[config.mk]
export PLATFORM = sky130hd
export DESIGN_NAME = lut_refill_engine
export DESIGN_NICKNAME = d
export VERILOG_FILES = /design/src/rtl/lre_pkg.sv /design/src/rtl/lre_regs.sv /design/src/rtl/lre_idx_gen.sv /design/src/rtl/lre_walker.sv /design/src/rtl/lut_refill_engine.sv
export SDC_FILE = /design/constraint.sdc
export NUM_CORES = 1
export LEC_CHECK = 0
export BUFFER_PORTS_ARGS = -buffer_cell sky130_fd_sc_hd__buf_4
export CORE_UTILIZATION = 57
export CTS_CLUSTER_SIZE = 25
export DETAILED_ROUTE_END_ITERATION = 8
export PLACE_DENSITY = 0.8
export SYNTH_ARGS = -nofsm -noshare
export SYNTH_HDL_FRONTEND = slang
export SYNTH_SLANG_ARGS = --single-unit
[constraint.sdc]
create_clock -name clk -period 3.9 [get_ports clk]
set_input_delay 0.78 -clock clk [delete_from_list [all_inputs] [get_ports clk]]
set_output_delay 0.78 -clock clk [all_outputs]
set_load 0.01 [all_outputs]
[src/rtl/lre_pkg.sv]
package lre_pkg;
  typedef enum logic [1:0] {W_IDLE, W_DESC, W_CHECK, W_DATA} walk_st_e;

  localparam logic [1:0] REG_CHAIN = 2'd0;
  localparam logic [1:0] REG_STAT  = 2'd1;
  localparam logic [1:0] REG_ISTAT = 2'd2;
  localparam logic [1:0] REG_IEN   = 2'd3;

  localparam int IRQ_DESC = 0;
  localparam int IRQ_LAST = 1;

  typedef struct packed {
    logic [7:0] y1;
    logic [7:0] x1;
    logic [7:0] y0;
    logic [7:0] x0;
  } rect_t;
endpackage

[src/rtl/lre_regs.sv]
module lre_regs
  import lre_pkg::*;
#(
  parameter int ADDR_W = 32
) (
  input  logic              clk,
  input  logic              rst_n,
  input  logic              wr_en,
  input  logic [1:0]        wr_addr,
  input  logic [31:0]       wr_data,
  input  logic [1:0]        rd_addr,
  output logic [31:0]       rd_data,
  input  logic              walk_ready,
  input  logic              err_set,
  input  logic              desc_done,
  input  logic              chain_done,
  output logic              start,
  output logic              abort,
  output logic [ADDR_W-1:0] start_addr,
  output logic              irq
);
  logic       err_q, err_d;
  logic [1:0] ist_q, ist_d;
  logic [1:0] ien_q, ien_d;
  logic       wr_chain, wr_ist, wr_ien, nonzero, misalg;

  assign wr_chain   = wr_en && (wr_addr == REG_CHAIN);
  assign wr_ist     = wr_en && (wr_addr == REG_ISTAT);
  assign wr_ien     = wr_en && (wr_addr == REG_IEN);
  assign nonzero    = (wr_data != 32'd0);
  assign abort      = wr_chain && !nonzero;
  assign start      = wr_chain && nonzero && (wr_data[3:0] == 4'd0) && walk_ready;
  assign misalg     = wr_chain && nonzero && (wr_data[3:0] != 4'd0) && walk_ready;
  assign start_addr = wr_data[ADDR_W-1:0];

  always_comb begin
    err_d = err_q;
    if (abort || start)        err_d = 1'b0;
    else if (misalg || err_set) err_d = 1'b1;
    ist_d = (ist_q & ~(wr_ist ? wr_data[1:0] : 2'b00)) | {chain_done, desc_done};
    ien_d = wr_ien ? wr_data[1:0] : ien_q;
  end

  always_ff @(posedge clk or negedge rst_n) begin
    if (!rst_n) begin
      err_q <= 1'b0;
      ist_q <= 2'b00;
      ien_q <= 2'b00;
    end else begin
      err_q <= err_d;
      ist_q <= ist_d;
      ien_q <= ien_d;
    end
  end

  assign irq = |(ist_q & ien_q);

  always_comb begin
    case (rd_addr)
      REG_STAT:  rd_data = {30'd0, err_q, walk_ready};
      REG_ISTAT: rd_data = {30'd0, ist_q};
      REG_IEN:   rd_data = {30'd0, ien_q};
      default:   rd_data = 32'd0;
    endcase
  end

  // misaligned start flags error and leaves the engine idle
  p_misalign_err_r7: assert property (@(posedge clk) disable iff (!rst_n)
    misalg |=> (err_q && walk_ready));

  // abort returns the engine to ready with error clear
  p_abort_ready_r6: assert property (@(posedge clk) disable iff (!rst_n)
    abort |=> (walk_ready && !err_q));

  // write-one-to-clear of the last bit
  p_w1c_last_r5: assert property (@(posedge clk) disable iff (!rst_n)
    (wr_ist && wr_data[IRQ_LAST] && !chain_done) |=> !ist_q[IRQ_LAST]);

  // an accepted start clears the error flag
  p_start_clr_r11: assert property (@(posedge clk) disable iff (!rst_n)
    start |=> !err_q);
endmodule

[src/rtl/lre_idx_gen.sv]
module lre_idx_gen #(
  parameter int TBL_W   = 16,
  parameter int TBL_H   = 8,
  parameter int NUM_TBL = 2,
  localparam int PLANE  = TBL_W * TBL_H,
  localparam int IDX_W  = $clog2(PLANE * NUM_TBL)
) (
  input  logic             clk,
  input  logic             rst_n,
  input  logic             load,
  input  logic             adv,
  input  logic [7:0]       x0,
  input  logic [7:0]       y0,
  input  logic [7:0]       x1,
  input  logic [7:0]       y1,
  input  logic [3:0]       tid,
  output logic [IDX_W-1:0] idx,
  output logic             last
);
  logic [7:0] col_q, col_d, row_q, row_d;
  logic [7:0] col_span, row_span;
  logic       row_end;

  assign col_span = x1 - x0;
  assign row_span = y1 - y0;
  assign row_end  = (col_q == col_span);
  assign last     = row_end && (row_q == row_span);

  always_comb begin
    col_d = col_q;
    row_d = row_q;
    if (load) begin
      col_d = 8'd0;
      row_d = 8'd0;
    end else if (adv) begin
      if (row_end) begin
        col_d = 8'd0;
        row_d = row_q + 8'd1;
      end else begin
        col_d = col_q + 8'd1;
      end
    end
  end

  always_ff @(posedge clk or negedge rst_n) begin
    if (!rst_n) begin
      col_q <= 8'd0;
      row_q <= 8'd0;
    end else if (load || adv) begin
      col_q <= col_d;
      row_q <= row_d;
    end
  end

  assign idx = IDX_W'(tid) * IDX_W'(PLANE)
             + (IDX_W'(y0) + IDX_W'(row_q)) * IDX_W'(TBL_W)
             + IDX_W'(x0) + IDX_W'(col_q);

  // every written slot lies inside the current rectangle
  p_in_rect_r3: assert property (@(posedge clk) disable iff (!rst_n)
    adv |-> ((9'(x0) + 9'(col_q)) <= 9'(x1)) && ((9'(y0) + 9'(row_q)) <= 9'(y1)));
endmodule

[src/rtl/lre_walker.sv]
module lre_walker
  import lre_pkg::*;
#(
  parameter int ADDR_W  = 32,
  parameter int TBL_W   = 16,
  parameter int TBL_H   = 8,
  parameter int NUM_TBL = 2,
  localparam int IDX_W  = $clog2(TBL_W * TBL_H * NUM_TBL)
) (
  input  logic              clk,
  input  logic              rst_n,
  input  logic              start,
  input  logic              abort,
  input  logic [ADDR_W-1:0] start_addr,
  output logic              rd_valid,
  output logic [ADDR_W-1:0] rd_addr,
  input  logic              rd_ready,
  input  logic [31:0]       rd_data,
  output logic              tw_en,
  output logic [IDX_W-1:0]  tw_idx,
  output logic [31:0]       tw_data,
  output logic              ready,
  output logic              err_set,
  output logic              desc_done,
  output logic              chain_done
);
  walk_st_e          st_q, st_d;
  logic [1:0]        wcnt_q, wcnt_d;
  logic [ADDR_W-1:0] ptr_q, ptr_nx, dptr_q, dptr_nx, next_q;
  rect_t             rect_q;
  logic [3:0]        tid_q;
  logic              ptr_ld, rect_ld, tid_ld, dptr_ld, next_ld;
  logic              gen_load, gen_adv, gen_last, bad;

  lre_idx_gen #(.TBL_W(TBL_W), .TBL_H(TBL_H), .NUM_TBL(NUM_TBL)) u_idx (
    .clk(clk), .rst_n(rst_n), .load(gen_load), .adv(gen_adv),
    .x0(rect_q.x0), .y0(rect_q.y0), .x1(rect_q.x1), .y1(rect_q.y1),
    .tid(tid_q), .idx(tw_idx), .last(gen_last)
  );

  assign bad = (rect_q.x0 > rect_q.x1) || (rect_q.y0 > rect_q.y1)
            || (32'(rect_q.x1) >= 32'(TBL_W)) || (32'(rect_q.y1) >= 32'(TBL_H))
            || (32'(tid_q) >= 32'(NUM_TBL)) || (dptr_q[3:0] != 4'd0)
            || ((next_q != '0) && (next_q[3:0] != 4'd0));

  assign ready   = (st_q == W_IDLE);
  assign tw_data = rd_data;

  always_comb begin
    st_d = st_q;  wcnt_d = wcnt_q;
    ptr_ld = 1'b0;  ptr_nx = start_addr;
    rect_ld = 1'b0; tid_ld = 1'b0; next_ld = 1'b0;
    dptr_ld = 1'b0; dptr_nx = rd_data[ADDR_W-1:0];
    rd_valid = 1'b0; rd_addr = ptr_q + ADDR_W'({wcnt_q, 2'b00});
    tw_en = 1'b0; gen_load = 1'b0; gen_adv = 1'b0;
    err_set = 1'b0; desc_done = 1'b0; chain_done = 1'b0;
    case (st_q)
      W_IDLE: begin
        if (start) begin
          st_d = W_DESC; wcnt_d = 2'd0; ptr_ld = 1'b1;
        end
      end
      W_DESC: begin
        rd_valid = 1'b1;
        if (rd_ready) begin
          wcnt_d = wcnt_q + 2'd1;
          case (wcnt_q)
            2'd0: rect_ld = 1'b1;
            2'd1: tid_ld  = 1'b1;
            2'd2: dptr_ld = 1'b1;
            default: begin next_ld = 1'b1; st_d = W_CHECK; end
          endcase
        end
      end
      W_CHECK: begin
        if (bad) begin
          err_set = 1'b1; st_d = W_IDLE;
        end else begin
          gen_load = 1'b1; st_d = W_DATA;
        end
      end
      default: begin
        rd_valid = 1'b1;
        rd_addr  = dptr_q;
        if (rd_ready) begin
          tw_en = 1'b1; gen_adv = 1'b1;
          dptr_ld = 1'b1; dptr_nx = dptr_q + ADDR_W'(4);
          if (gen_last) begin
            desc_done = 1'b1;
            if (next_q == '0) begin
              chain_done = 1'b1; st_d = W_IDLE;
            end else begin
              ptr_ld = 1'b1; ptr_nx = next_q; wcnt_d = 2'd0; st_d = W_DESC;
            end
          end
        end
      end
    endcase
    if (abort) begin
      st_d = W_IDLE; tw_en = 1'b0; gen_adv = 1'b0;
      err_set = 1'b0; desc_done = 1'b0; chain_done = 1'b0;
    end
  end

  always_ff @(posedge clk or negedge rst_n) begin
    if (!rst_n) begin
      st_q   <= W_IDLE;
      wcnt_q <= 2'd0;
    end else begin
      st_q   <= st_d;
      wcnt_q <= wcnt_d;
    end
  end

  always_ff @(posedge clk) begin
    if (ptr_ld)  ptr_q  <= ptr_nx;
    if (rect_ld) rect_q <= rect_t'(rd_data);
    if (tid_ld)  tid_q  <= rd_data[3:0];
    if (dptr_ld) dptr_q <= dptr_nx;
    if (next_ld) next_q <= rd_data[ADDR_W-1:0];
  end

  // a stalled read request keeps valid and address steady
  p_req_hold_r10: assert property (@(posedge clk) disable iff (!rst_n)
    (rd_valid && !rd_ready && !abort) |=> (rd_valid && $stable(rd_addr)));

  // an accepted start makes the engine busy
  p_start_busy_r2: assert property (@(posedge clk) disable iff (!rst_n)
    start |=> !ready);

  // after an abort no read request is outstanding
  p_abort_quiet_r6: assert property (@(posedge clk) disable iff (!rst_n)
    abort |=> !rd_valid);

  // reads are word aligned
  p_rd_word_r2: assert property (@(posedge clk) disable iff (!rst_n)
    rd_valid |-> (rd_addr[1:0] == 2'b00));
endmodule

[src/rtl/lut_refill_engine.sv]
module lut_refill_engine #(
  parameter int ADDR_W  = 32,
  parameter int TBL_W   = 16,
  parameter int TBL_H   = 8,
  parameter int NUM_TBL = 2,
  localparam int IDX_W  = $clog2(TBL_W * TBL_H * NUM_TBL)
) (
  input  logic              clk,
  input  logic              rst_n,
  input  logic              reg_wr_en,
  input  logic [1:0]        reg_wr_addr,
  input  logic [31:0]       reg_wr_data,
  input  logic [1:0]        reg_rd_addr,
  output logic [31:0]       reg_rd_data,
  output logic              irq,
  output logic              mem_rd_valid,
  output logic [ADDR_W-1:0] mem_rd_addr,
  input  logic              mem_rd_ready,
  input  logic [31:0]       mem_rd_data,
  output logic              tbl_wr_en,
  output logic [IDX_W-1:0]  tbl_wr_idx,
  output logic [31:0]       tbl_wr_data
);
  logic              start, abort, walk_ready, err_set, desc_done, chain_done;
  logic [ADDR_W-1:0] start_addr;

  lre_regs #(.ADDR_W(ADDR_W)) u_regs (
    .clk(clk), .rst_n(rst_n),
    .wr_en(reg_wr_en), .wr_addr(reg_wr_addr), .wr_data(reg_wr_data),
    .rd_addr(reg_rd_addr), .rd_data(reg_rd_data),
    .walk_ready(walk_ready), .err_set(err_set),
    .desc_done(desc_done), .chain_done(chain_done),
    .start(start), .abort(abort), .start_addr(start_addr), .irq(irq)
  );

  lre_walker #(.ADDR_W(ADDR_W), .TBL_W(TBL_W), .TBL_H(TBL_H), .NUM_TBL(NUM_TBL)) u_walk (
    .clk(clk), .rst_n(rst_n),
    .start(start), .abort(abort), .start_addr(start_addr),
    .rd_valid(mem_rd_valid), .rd_addr(mem_rd_addr),
    .rd_ready(mem_rd_ready), .rd_data(mem_rd_data),
    .tw_en(tbl_wr_en), .tw_idx(tbl_wr_idx), .tw_data(tbl_wr_data),
    .ready(walk_ready), .err_set(err_set),
    .desc_done(desc_done), .chain_done(chain_done)
  );
endmodule

==> metrics.txt, run 1 <==
failing checks negative setup slack; worst setup margin -79.4 ps; worst min-delay path class in2async; clock buffer depth 2; nature of the critical path startpoint flop; antenna cells 0; Critical Path RT roughly 3100 ps; sequential share of the synthesized area 46.5%; IO Count 179; grt ovf 0; CP Max Fanout 2; commonest cells after routing, fill and taps aside buf_4, edfxtp_1, nand2_1, o21ai_0, xor2_1; Final Non-Filler Cells about 1,300; Inst Count DP roughly 1,200; number of enable flip-flop cells after synthesis between 100 and 150; DRC viols 0; unrepaired setup endpoints after global routing true; status finished, violations left; skew final 11.0 ps; aggregate global-route resource usage roughly 28%; slowest cell delay on critical path 480 ps; fmax ~250 MHz; critical path type reg2out; length of routed met3 wiring approximately 2200 um; Max-Cap Viols 0; Syn Area/Cell 10.7 um^2; Die Span Y 134 um; mux share of post-synthesis cell area 5.86%; Slew Limit Fails 0; Vias around 7,500; #FFs+latches synth 157; H-tree Lvls 4; Tightest Pin Transition 1090 ps; First-pass DRT Iterations 5; Area Growth Syn to Fin 17.1%; Post-Synthesis Cell Area around 9900 um^2; final hold vios 0; clk sinks approximately 160; CTS tree yes; die width roughly 130 um; initial DRC count 802; LEAKAGE around 4.8 nW; DR WL met2 ~12,000 um; initial antenna violation count 0; Die Area 17,800 um^2; Period minus WS final about 4000 ps; worst slack, placed roughly 250 ps; Int Power 3.88 mW; synthesized netlist cell count 918; Layout Nets around 1,200; crit path DAT between 3000 and 4000 ps; synthesized-area fraction occupied by adder cells under 10%; synth unique cells 63; core region area 16,800 um^2; first-pass GRT wire length 37,600 um; DR WL/cell between 15 and 20 um; Clock Power Share a little under 30%; final wirelength 24,800 um; Primary FF master, synth edfxtp_1; Tot Pwr slightly below 6 mW; share of layout cells above drive strength 1 a little under a quarter; FP Rows 47; Antenna Nets Post-Route 0; clk_lat worst skew between 400 and 500 ps; CTS root buffer clkbuf_16; most common cell after layout, fill and taps aside buf_4; crit-path most repeated cell inv_1; Synth Area in XOR/XNOR under 10%; largest family of logic cells by synthesized area simple AND/OR/NAND/NOR gates; largest net degree at the start of global routing 65; sw frac about a third; Via density roughly 5.9; Final setup viols 1; HPWL Detailed about 18,000 um; PD cells roughly 500 nW/um^2; maximum VDD drop between 0.3 and 0.4 mV; Clock Pin Slew Worst Setup and Hold Paths roughly 60 ps; Combinational Power Share 32.9%; compound-cell area share of the yosys netlist slightly below 9%; final period utilization 102%; highest metal used met4; Starting Density between 50% and 60%; Slew headroom between 20 and 30%; GPL Wtd Cong ~0.94; CP endpoint kind output port; vias in the first global route approximately 7,000; CTS buffer count 17; M1 wire length about 10000 um; Ys Warns 0; Flop pwr share between 30% and 40%; slowest CP cell fa_1; Synth Area in Simple Gates 14.9%; Buffers on Ports approximately 150; async set-reset flop share out of synthesis approximately 16%; P_sw between 1.5 and 2 mW; critical path, cell by cell ha_2 > fa_1 > inv_1 > fa_1 > inv_1 > ha_4 > ha_4 > inv_1 > o21bai_1 > a21oi_1 > xnor2_1 > buf_4
power by group through the flow:
stage,Combinational [mW],Sequential [mW],Clock [mW]
floorplan,1.23,2.15,0
global placement,1.82,2.19,0
detailed placement,1.87,2.20,0
CTS,1.91,2.16,1.73
global route,2.11,2.18,1.81
finish,1.91,2.17,1.73
worst paths after layout:
check | startpoint | endpoint | slack, ps | depth (start not counted)
max in group asynchronous | rst_n | u_walk.wcnt_q[0]$_DFFE_PN0P_ | 3360 | 1
min in group clk | u_regs.ien_q[1]$_DFFE_PN0P_ | u_regs.ien_q[1]$_DFFE_PN0P_ | 510 | 2
max reg2reg | u_walk.rect_q[8]$_DFFE_PP_ | u_walk.ptr_q[6]$_DFFE_PP_ | 260 | 12
min | rst_n | u_walk.u_idx.col_q[4]$_DFFE_PN0P_ | 250 | 1
max | u_walk.rect_q[8]$_DFFE_PP_ | tbl_wr_idx[7] | -80 | 12
min reg2reg | u_regs.ien_q[1]$_DFFE_PN0P_ | u_regs.ien_q[1]$_DFFE_PN0P_ | 510 | 2
state kept, by name, summed over array words and instances, names as in the netlist:
signal              count
u_walk.u_idx.row_q      8
u_walk.tid_q            4
u_walk.u_idx.col_q      8
u_regs.err_q            1
u_regs.ien_q            2
u_walk.next_q          32
u_regs.ist_q            2
u_walk.rect_q          32
u_walk.ptr_q           32
u_walk.wcnt_q           2
u_walk.dptr_q          32
u_walk.st_q             2
final cells by class:
type,count,area [um^2]
fillers,1214,5200
inverters,48,180
clock buffers,18,429
flip-flops and latches,157,4590
repair buffers,161,1220
multi-input cells,658,4680
well taps,220,275
clock inverters,13,181
kinds of logic after synthesis:
| kind of cell | Yosys count |
|---|---|
| multiplexers | 42 |
| flip-flops | 157 |
| AND/OR/NAND/NOR | 290 |
| adder cells (fa/ha/maj) | 56 |
| buffers and inverters | 132 |
| other | 1 |
| XOR/XNOR | 96 |
| AO/OA/AOI/OAI | 144 |
routing by layer:
layer | vias up | track usage (%)
met5 | - | 0
met2 | 447 | 46.4
met4 | 0 | 12.8
met1 | 3576 | 37.1
met3 | 61 | 5.18
li1 | 3457 | -
critical path, delay by kind of cell (launching register included):
kind | cells | cell delay, ps
AOI/OAI and AO/OA | 2 | 230
xor gates and xnor gates | 1 | 160
adders and majority gates | 5 | 1660
buffers and inverters | 4 | 310
DFF | 1 | 410
stage by stage:
stage          setup TNS [ps]  utilization [%]  hold WS (ps)  area (um^2)
3_5_place_dp                0             65.0           498        10900
6_report                -79.4             69.0           252        11600
5_1_grt                  -334             69.0           273        11600
2_1_floorplan               0                -           466         9980
3_3_place_gp                0             65.0           494        10900
4_1_cts                 -57.7             68.9           257        11500
synth_stat cells (8+ instances only):
cell	n	area [um^2]
a21oi_1	17	85.1
and3_1	16	100
buf_4	63	473
clkbuf_1	18	67.6
dfrtp_1	25	626
edfxtp_1	132	3960
fa_1	8	160
ha_1	48	601
inv_1	47	176
mux2_4	30	450
nand2_1	106	398
nand2b_1	10	62.6
nand3_1	25	125
nand4_1	24	150
nor2_1	37	139
nor3_1	12	60.1
nor4_1	22	138
o21ai_0	81	405
xnor2_1	47	412
xor2_1	48	420
timing repair:
item / 4_1_cts / 5_1_grt
hold endpoints to repair: 0 / 0
resized for setup: 5 / 3
pin swaps: 6 / 3
setup endpoints to repair: 4 / 6
hold buffers: 0 / 0
setup buffers: 2 / 0
(Power assumes the default switching activity.)
==> inputs of run 2 (changes only) <==
--- a/config.mk
+++ b/config.mk
@@ -6,10 +6,11 @@
 export NUM_CORES = 1
 export LEC_CHECK = 0
 export BUFFER_PORTS_ARGS = -buffer_cell sky130_fd_sc_hd__buf_4
-export CORE_UTILIZATION = 57
+export CORE_UTILIZATION = 58
+export CTS_BUF_LIST = sky130_fd_sc_hd__clkbuf_4
 export CTS_CLUSTER_SIZE = 25
 export DETAILED_ROUTE_END_ITERATION = 8
-export PLACE_DENSITY = 0.8
+export PLACE_DENSITY = 0.82
 export SYNTH_ARGS = -nofsm -noshare
 export SYNTH_HDL_FRONTEND = slang
 export SYNTH_SLANG_ARGS = --single-unit
==> run 2 against run 1 <==
  * The run still ends with negative setup slack left
  * Largest power group unchanged
  * Via count down 0.98%
  * Routed wire length down 0.75%
  * Setup slack worse by 170 ps
  * Critical endpoint unchanged
==> metrics.txt, run 2 (synthesis gave the netlist of run 1 again) <==
CP endpoint kind output port; Critical Path RT 3120 ps; Max-Cap Viols 0; most common cell after layout, fill and taps aside buf_4; grt ovf 0; critical path type reg2out; LEAKAGE around 4.7 nW; Combinational Power Share between 30% and 40%; die width 132 um; Period minus WS final 4150 ps; slowest CP cell fa_1; initial antenna violation count 2; Flop pwr share around 42%; failing checks negative setup slack; FP Rows 47; CP Max Fanout 2; largest net degree at the start of global routing 62; slowest cell delay on critical path about 490 ps; IO Count around 180; DRC viols 0; Slew Limit Fails 0; Inst Count DP ~1,200; clock buffer depth 2; CTS buffer count 17; Via density slightly below 6; final period utilization 106%; critical path, cell by cell ha_2 > fa_1 > xor2_1 > fa_1 > ha_2 > xor2_1 > xnor2_1 > xnor2_1 > xnor2_1 > xnor2_1 > buf_4; internal reg-to-reg setup slack approximately 220 ps; First-pass DRT Iterations 5; share of layout cells above drive strength 1 between 20% and 30%; H-tree Lvls 4; CTS root buffer clkbuf_4; skew final about 28 ps; Die Span Y about 130 um; clk_lat worst skew 590 ps; unrepaired setup endpoints after global routing true; Clock Pin Slew Worst Setup and Hold Paths ~130 ps; Buffers on Ports between 100 and 150; commonest cells after routing, fill and taps aside buf_4, edfxtp_1, nand2_1, o21ai_0, xor2_1; first-pass GRT wire length 37,400 um; Starting Density 59.5%; Layout Nets roughly 1,200; PD cells roughly 450 nW/um^2; Int Power roughly 3.2 mW; Final Non-Filler Cells 1,280; hold buffers post-CTS 0; nature of the critical path startpoint flop; final wirelength about 25,000 um; vias in the first global route slightly above 7,000; HPWL Detailed 18,700 um; worst min-delay path class in2async; GPL Wtd Cong 0.904; Reg-to-Reg End u_walk.ptr_q[5]$_DFFE_PP_; DR WL/cell roughly 19 um; worst slack, placed between 200 and 250 ps; initial DRC count between 600 and 700; core region area ~17,000 um^2; Final setup viols 3; # fillers approximately 1,300; Slew headroom a little under a third; Die Area between 15,000 and 20,000 um^2; Clock Power Share a little under a fifth; crit-path most repeated cell xnor2_1; status finished, violations left; fmax 241 MHz; final hold vios 0; P_sw 1.88 mW; clk sinks 157; aggregate global-route resource usage between 20% and 30%; Vias between 7,000 and 8,000; maximum VDD drop between 0.3 and 0.4 mV; crit path DAT 3370 ps; worst setup margin -248 ps; Area Growth Syn to Fin 14.5%; r2r worst-path depth 12; R2R Path Start u_walk.rect_q[8]$_DFFE_PP_; CTS tree yes; Tightest Pin Transition approximately 1000 ps; Antenna Nets Post-Route 0; sw frac a little under two fifths
==> run 2: cell types whose count changed in the layout (fill, tap and decap cells not counted), moves of 2 or more <==
cell	delta
clkbuf_16	-17
a21oi_2	+2
bufinv_16	-2
clkinv_1	+2
inv_2	+3
inv_1	-3
nor2_2	+2
a21oi_1	-2
clkbuf_4	+18
==> run 2: worst max path at each step <==
stage | start | end | slack [ps] | cells past startpoint
2_1_floorplan | u_walk.u_idx.row_q[0]$_DFFE_PN0P_ | tbl_wr_idx[7] | 390 | 11
3_3_place_gp | u_walk.rect_q[8]$_DFFE_PP_ | tbl_wr_idx[7] | 250 | 12
3_5_place_dp | u_walk.rect_q[8]$_DFFE_PP_ | tbl_wr_idx[7] | 220 | 12
4_1_cts | u_walk.rect_q[8]$_DFFE_PP_ | tbl_wr_idx[7] | -270 | 12
5_1_grt | u_walk.rect_q[8]$_DFFE_PP_ | tbl_wr_idx[7] | -390 | 11
6_report | u_walk.rect_q[8]$_DFFE_PP_ | tbl_wr_idx[7] | -250 | 11
==> run 2: layer usage <==
layer,track usage (%),up-vias,part of all wire [%]
met5,0,-,0
met1,37.4,3552,41
met3,6.13,58,8.8
met4,12.8,0,3.6
met2,45.2,389,47
li1,-,3468,-
==> run 2: worst max-delay path: cells and delay by family, from the launching register on <==
kind,cells,cell delay (ps)
buffers and inverters,1,150
flip-flops,1,420
XOR/XNOR,6,980
adder cells (fa/ha/maj),4,1250
==> run 2: what timing repair did <==
action / 4_1_cts / 5_1_grt
gates resized for setup: 8 / 13
setup endpoints to repair: 7 / 7
pin swaps: 9 / 3
gates cloned: 0 / 0
setup buffers: 2 / 1
==> run 2: power by group through the flow <==
stage | registers [mW] | logic [mW] | clock network, mW
2_1_floorplan | 2.15 | 1.23 | 0
3_3_place_gp | 2.19 | 1.83 | 0
3_5_place_dp | 2.20 | 1.88 | 0
4_1_cts | 2.16 | 1.93 | 0.970
5_1_grt | 2.18 | 2.17 | 1.04
6_report | 2.16 | 1.98 | 0.965
==> run 2: layout make-up <==
type / count / area, um^2 / area share [%]
well taps: 220 / 275 / 2.44
clock buffers: 18 / 135 / 1.20
diodes: 1 / 2.50 / 0.0221
flip-flops and latches: 157 / 4590 / 40.6
multi-input cells: 658 / 4720 / 41.8
repair buffers: 164 / 1260 / 11.1
inverters: 48 / 180 / 1.59
clock inverters: 14 / 134 / 1.18
==> run 2: stage by stage <==
stage	total power [mW]	area, um^2	hold WS (ps)	TNS, ps	util, %
2_1_floorplan	3.38	9980	466	0	-
3_3_place_gp	4.02	10900	501	0	65.8
3_5_place_dp	4.08	10900	519	0	65.8
4_1_cts	5.06	11200	80.0	-493	67.8
5_1_grt	5.39	11300	84.4	-835	68.1
6_report	5.10	11300	99.4	-428	68.1
